`src/rtl/microalu_pkg.sv`:
```
// Shared types for the operand-conditioned ALU.
// Assumes a two-bit function code; encodings are fixed by the requirements.
package microalu_pkg;
    typedef enum logic [1:0] {
        FN_AND  = 2'b00,
        FN_NOTB = 2'b01,
        FN_OR   = 2'b10,
        FN_SUM  = 2'b11
    } func_t;
endpackage

```
`src/rtl/operand_cond.sv`:
```
// Operand conditioning: optional forcing to zero, then optional complement.
// Assumes the gate is applied before inversion; tie inv low for no inversion.
module operand_cond #(
    parameter int W = 8
) (
    input  logic [W-1:0] raw,
    input  logic         pass,
    input  logic         inv,
    output logic [W-1:0] cond
);
    logic [W-1:0] gated;

    // Zero the operand when not passed, then complement on request.
    always_comb begin
        gated = pass ? raw : '0;
        cond  = inv ? ~gated : gated;
    end
endmodule

```
`src/rtl/func_unit.sv`:
```
// Four-function unit: AND, NOT B, OR and sum with carry-in.
// Assumes operands are already conditioned; carry_in is honoured only by the sum.
module func_unit
    import microalu_pkg::*;
#(
    parameter int W = 8
) (
    input  logic [W-1:0] op_a,
    input  logic [W-1:0] op_b,
    input  func_t        func,
    input  logic         carry_in,
    output logic [W-1:0] res,
    output logic         cy
);
    localparam int SW = W + 1;
    logic [SW-1:0] sum_ext;

    // Widened sum so the carry out of the top bit is visible.
    always_comb sum_ext = SW'(op_a) + SW'(op_b) + SW'(carry_in);

    // Select the function output and qualify the carry by function.
    always_comb begin
        cy = 1'b0;
        unique case (func)
            FN_AND:  res = op_a & op_b;
            FN_NOTB: res = ~op_b;
            FN_OR:   res = op_a | op_b;
            default: begin
                res = sum_ext[W-1:0];
                cy  = sum_ext[W];
            end
        endcase
    end
endmodule

```
`src/rtl/flag_gen.sv`:
```
// Result flags: zero when every bit is clear, negative from the top bit.
// Assumes two's complement interpretation of the result.
module flag_gen #(
    parameter int W = 8
) (
    input  logic [W-1:0] res,
    output logic         is_zero,
    output logic         is_neg
);
    localparam int MSB = W - 1;

    // Derive both flags from the result word.
    always_comb begin
        is_zero = (res == '0);
        is_neg  = res[MSB];
    end
endmodule

```
`src/rtl/microalu_core.sv`:
```
// Operand-conditioned ALU top: A/B conditioning, function unit, flags,
// and an optional output register (REG_OUT=1) with synchronous active-low reset.
// Assumes controls are stable for the cycle in which they are sampled.
module microalu_core
    import microalu_pkg::*;
#(
    parameter int W       = 8,
    parameter bit REG_OUT = 1'b1
) (
    input  logic         clk,
    input  logic         rst_n,
    input  logic [W-1:0] a_in,
    input  logic [W-1:0] b_in,
    input  logic [1:0]   func_sel,
    input  logic         a_pass,
    input  logic         a_invert,
    input  logic         b_pass,
    input  logic         plus_one,
    output logic [W-1:0] result,
    output logic         zero,
    output logic         neg,
    output logic         carry_out
);
    logic [W-1:0] a_c, b_c, res_c;
    logic         cy_c, z_c, n_c;
    func_t        func;

    // Map the raw code onto the function type.
    always_comb func = func_t'(func_sel);

    operand_cond #(.W(W)) u_cond_a (
        .raw (a_in), .pass(a_pass), .inv(a_invert), .cond(a_c)
    );

    operand_cond #(.W(W)) u_cond_b (
        .raw (b_in), .pass(b_pass), .inv(1'b0), .cond(b_c)
    );

    func_unit #(.W(W)) u_fn (
        .op_a(a_c), .op_b(b_c), .func(func), .carry_in(plus_one),
        .res(res_c), .cy(cy_c)
    );

    flag_gen #(.W(W)) u_flags (
        .res(res_c), .is_zero(z_c), .is_neg(n_c)
    );

    generate
        if (REG_OUT) begin : g_reg
            // Capture the combinational outputs; reset to a zero result.
            always_ff @(posedge clk) begin
                if (!rst_n) begin
                    result    <= '0;
                    zero      <= 1'b1;
                    neg       <= 1'b0;
                    carry_out <= 1'b0;
                end else begin
                    result    <= res_c;
                    zero      <= z_c;
                    neg       <= n_c;
                    carry_out <= cy_c;
                end
            end
        end else begin : g_comb
            // Drive outputs straight from the combinational path.
            always_comb begin
                result    = res_c;
                zero      = z_c;
                neg       = n_c;
                carry_out = cy_c;
            end
        end
    endgenerate
endmodule

```
`config.mk`:
```
export PLATFORM = sky130hd
export DESIGN_NAME = microalu_core
export DESIGN_NICKNAME = d
export VERILOG_FILES = /design/src/rtl/microalu_pkg.sv /design/src/rtl/operand_cond.sv /design/src/rtl/func_unit.sv /design/src/rtl/flag_gen.sv /design/src/rtl/microalu_core.sv
export SDC_FILE = /design/constraint.sdc
export NUM_CORES = 1
export LEC_CHECK = 0
export ABC_AREA = 0
export BUFFER_PORTS_ARGS = -buffer_cell sky130_fd_sc_hd__buf_2
export CORE_MARGIN = 2
export CORE_UTILIZATION = 55
export DETAILED_ROUTE_END_ITERATION = 16
export GPL_TIMING_DRIVEN = 0
export PLACE_DENSITY_LB_ADDON = 0.1
export SETUP_SLACK_MARGIN = 0.2
export SYNTH_ARGS = -nofsm -noshare
export SYNTH_HDL_FRONTEND = slang
export SYNTH_SLANG_ARGS = --single-unit
```
`constraint.sdc`:
```
create_clock -name clk -period 6.7 [get_ports clk]
set_input_delay 1.005 -clock clk [delete_from_list [all_inputs] [get_ports clk]]
set_output_delay 1.005 -clock clk [all_outputs]
set_load 0.1 [all_outputs]
```
==> results.cfg <==
[synth]
syn_inst = 140
synth_area_mm2 = 0.001160
synth-main-ff-cell = dfxtp_1
async_reset_ff_share_pct = 0
yosys.area_share.adder_pct = 20.71
synthMuxAreaShare_pct = 11.00
syn-num-nets = 182
synth-compound-area-share_pct = 14.78
synth_top_family_by_area = adder cells
synth-seq-area-share_pct = 17.26
syn_avg_cell_area_um2 = 8.285
synth-edff-count = 0
synthSimpleGateAreaFrac_pct = 15.43
synthDistinctLibCells = 34
synth_xor_xnor_area_share_pct = 9.061
ys_ff_latch = 10
ys.warnings.count = 0

[placed_design]
dp_slack_ps = 2673
placed_cells = 197
io_buffers = 30
dp_hpwl_mm = 1.871
gp_congestion = 0.8032

[critical_path]
crit_path_end_kind = flop
worst-endpoint-required_ps = 6890
start_kind = input pin
crit_start = a_invert
worst_path_max_delay_cell = fa_1
cp_max_fo = 8
cp_data_arrival_time_ps = 3950
max_stage_delay_ps = 500
path_cells = clkbuf_1 -> xnor2_1 -> fa_1 -> fa_1 -> a211oi_1 -> o21ai_0 -> mux2_2 -> o221ai_1 -> nand4_1 -> o31ai_2
crit_end = zero$_SDFF_PN1_
cpMostUsedCell = fa_1
path_class = input pin to flop

[power]
leakage_uw = 0.0007639
powerDensity_mw_per_mm2 = 192.4
peakVddDrop_mv = 0.1263

[finish]
diodes = 0
area_growth_pct = 18.99
nets = 217
final_layout_size_suffix_gt1_share_pct = 28.16
fin_cells = 201

[floorplanning]
start_util_pct = 58.52
core.rowCount = 16
die_w_um = 49.92
io_pins = 35
die-area_mm2 = 0.002492
dieHeight_um = 49.92
core_area_mm2 = 0.001982

[timing]
fmax_mhz = 266.0
post-route-period-util_pct = 56.11
max-slew-margin-rel_pct = 65.03
rsz0062_at_grt = false
setup_ws_ps = 2941
tns_ps = 0
holdWs_ps = 961.8
hold_violations = 0
drv_slew = 0
setup_viol = 0
post-route-min-period_ps = 3759
worst_pin_slew_ps = 524.5

[hold_path]
holdCritPathClass = input pin to flop

[clock_tree]
cts_hold_buf = 0
cts_resized = 0
post_cts_buffers = 0
cts_buffer_depth = 2
root_buffer = clkbuf_4
tritoncts = built
clk_pin_slew_worst_paths_ps = 60
htree_num_levels = 1
clock-sinks = 10
cts_inserted_buffers = 3

[routing]
ant_nets = 0
dr.pass1.iters = 4
vias_per_cell = 5.085
wl_mm = 2.131
drc_errors = 0
via_count = 1022
wl_per_cell_um = 10.60
drt_iter0_markers = 19

[run_status]
status = finished clean

[global_routing]
grt_max_degree = 11
antenna_found_initial = 0
grt-ovfl-total = 0
grt_pass1_vias = 967
grt_pass1_wl_mm = 3.857
grtUsageTotal_pct = 19.76

[run]
maxCapViolations = 0
metrics by stage:
step / util (%) / power [µW] / instance area [µm²]
2_1_floorplan: - / 188.9 / 1160
3_5_place_dp: 67.80 / 214.4 / 1344
5_1_grt: 69.63 / 283.7 / 1380
6_report: 69.63 / 265.5 / 1380
3_3_place_gp: 67.80 / 210.6 / 1344
4_1_cts: 69.63 / 268.9 / 1380
metal layers:
| layer | vias up | wire (µm) | share of wire [%] | global-route usage [%] |
|---|---|---|---|---|
| li1 | 532 | - | - | - |
| met2 | 40 | 1015 | 48 | 35.56 |
| met3 | 3 | 139 | 6.5 | 1.212 |
| met4 | 0 | 34 | 1.6 | 8.333 |
| met1 | 447 | 942 | 44 | 24.11 |
| met5 | - | 0 | 0 | 0 |
critical path, delay by kind of cell:
kind | cells | cell delay (ps)
buffers and inverters | 1 | 400
adder cells (fa/ha/maj) | 2 | 920
XOR/XNOR | 1 | 270
AND/OR/NAND/NOR | 1 | 160
AO/OA/AOI/OAI | 4 | 900
multiplexers | 1 | 310
kinds of logic after synthesis:
group,after synthesis
compound gates,24
xor+xnor,12
buf+inv,29
fa+ha+maj,18
mux,6
flops,10
simple gates,41
cell type report:
class	instances	area, µm²
Clock buffer	4	36.28
Tap cell	27	33.78
Sequential cell	10	200.2
Timing Repair Buffer	30	150.1
Multi-Input combinational cell	101	823.3
Inverter	22	82.58
Buffer	7	53.80
Fill cell	174	601.8
cell usage in the layout, fill, tap and decap left out, types with 3 or more instances in the layout:
| cell | synthesis | routed |
|---|---|---|
| inv_1 | 22 | 22 |
| clkbuf_4 | 0 | 3 |
| xnor2_1 | 10 | 10 |
| nand2_1 | 21 | 21 |
| buf_4 | 3 | 3 |
| o21ai_0 | 4 | 4 |
| ha_1 | 16 | 16 |
| and2_1 | 4 | 4 |
| nor2_1 | 10 | 10 |
| mux4_2 | 4 | 4 |
| a21oi_1 | 5 | 5 |
| a21o_1 | 3 | 3 |
| dfxtp_1 | 10 | 10 |
| buf_2 | 0 | 30 |
report_power, final:
part	switching, µW	internal, µW	total, µW
Sequential	1.13	65.3	66.5
Clock	19.7	33.0	52.6
Combinational	96.8	49.6	146
Total	118	148	265
synth_stat cells, types with 2 or more instances:
cell type	n	area, µm²
mux4_2	4	90.09
dfxtp_1	10	200.2
nor2_1	10	37.54
xor2_1	2	17.52
nand2_1	21	78.83
clkbuf_1	2	7.510
o21ai_0	4	20.02
and2_1	4	25.02
xnor2_1	10	87.58
fa_1	2	40.04
nor3_1	2	10.01
inv_1	22	82.58
a21oi_1	5	25.02
buf_4	3	22.52
o211ai_1	2	15.01
a21o_1	3	22.52
o221ai_1	2	17.52
ha_1	16	200.2
state kept, by name, summed over array words and instances (netlist names):
name / flops
carry_out: 1
result: 8
zero: 1
worst min-delay path by stage:
stage | start | to | slack [ps] | cells past startpoint
after global placement | rst_n | zero$_SDFF_PN1_ | 1240 | 2
final | rst_n | zero$_SDFF_PN1_ | 960 | 2
after global routing | rst_n | zero$_SDFF_PN1_ | 960 | 2
after CTS | rst_n | zero$_SDFF_PN1_ | 950 | 2
after floorplan | rst_n | zero$_SDFF_PN1_ | 1070 | 1
after detailed placement | rst_n | zero$_SDFF_PN1_ | 1240 | 2
No activity file was read; power rests on OpenSTA's default activity.
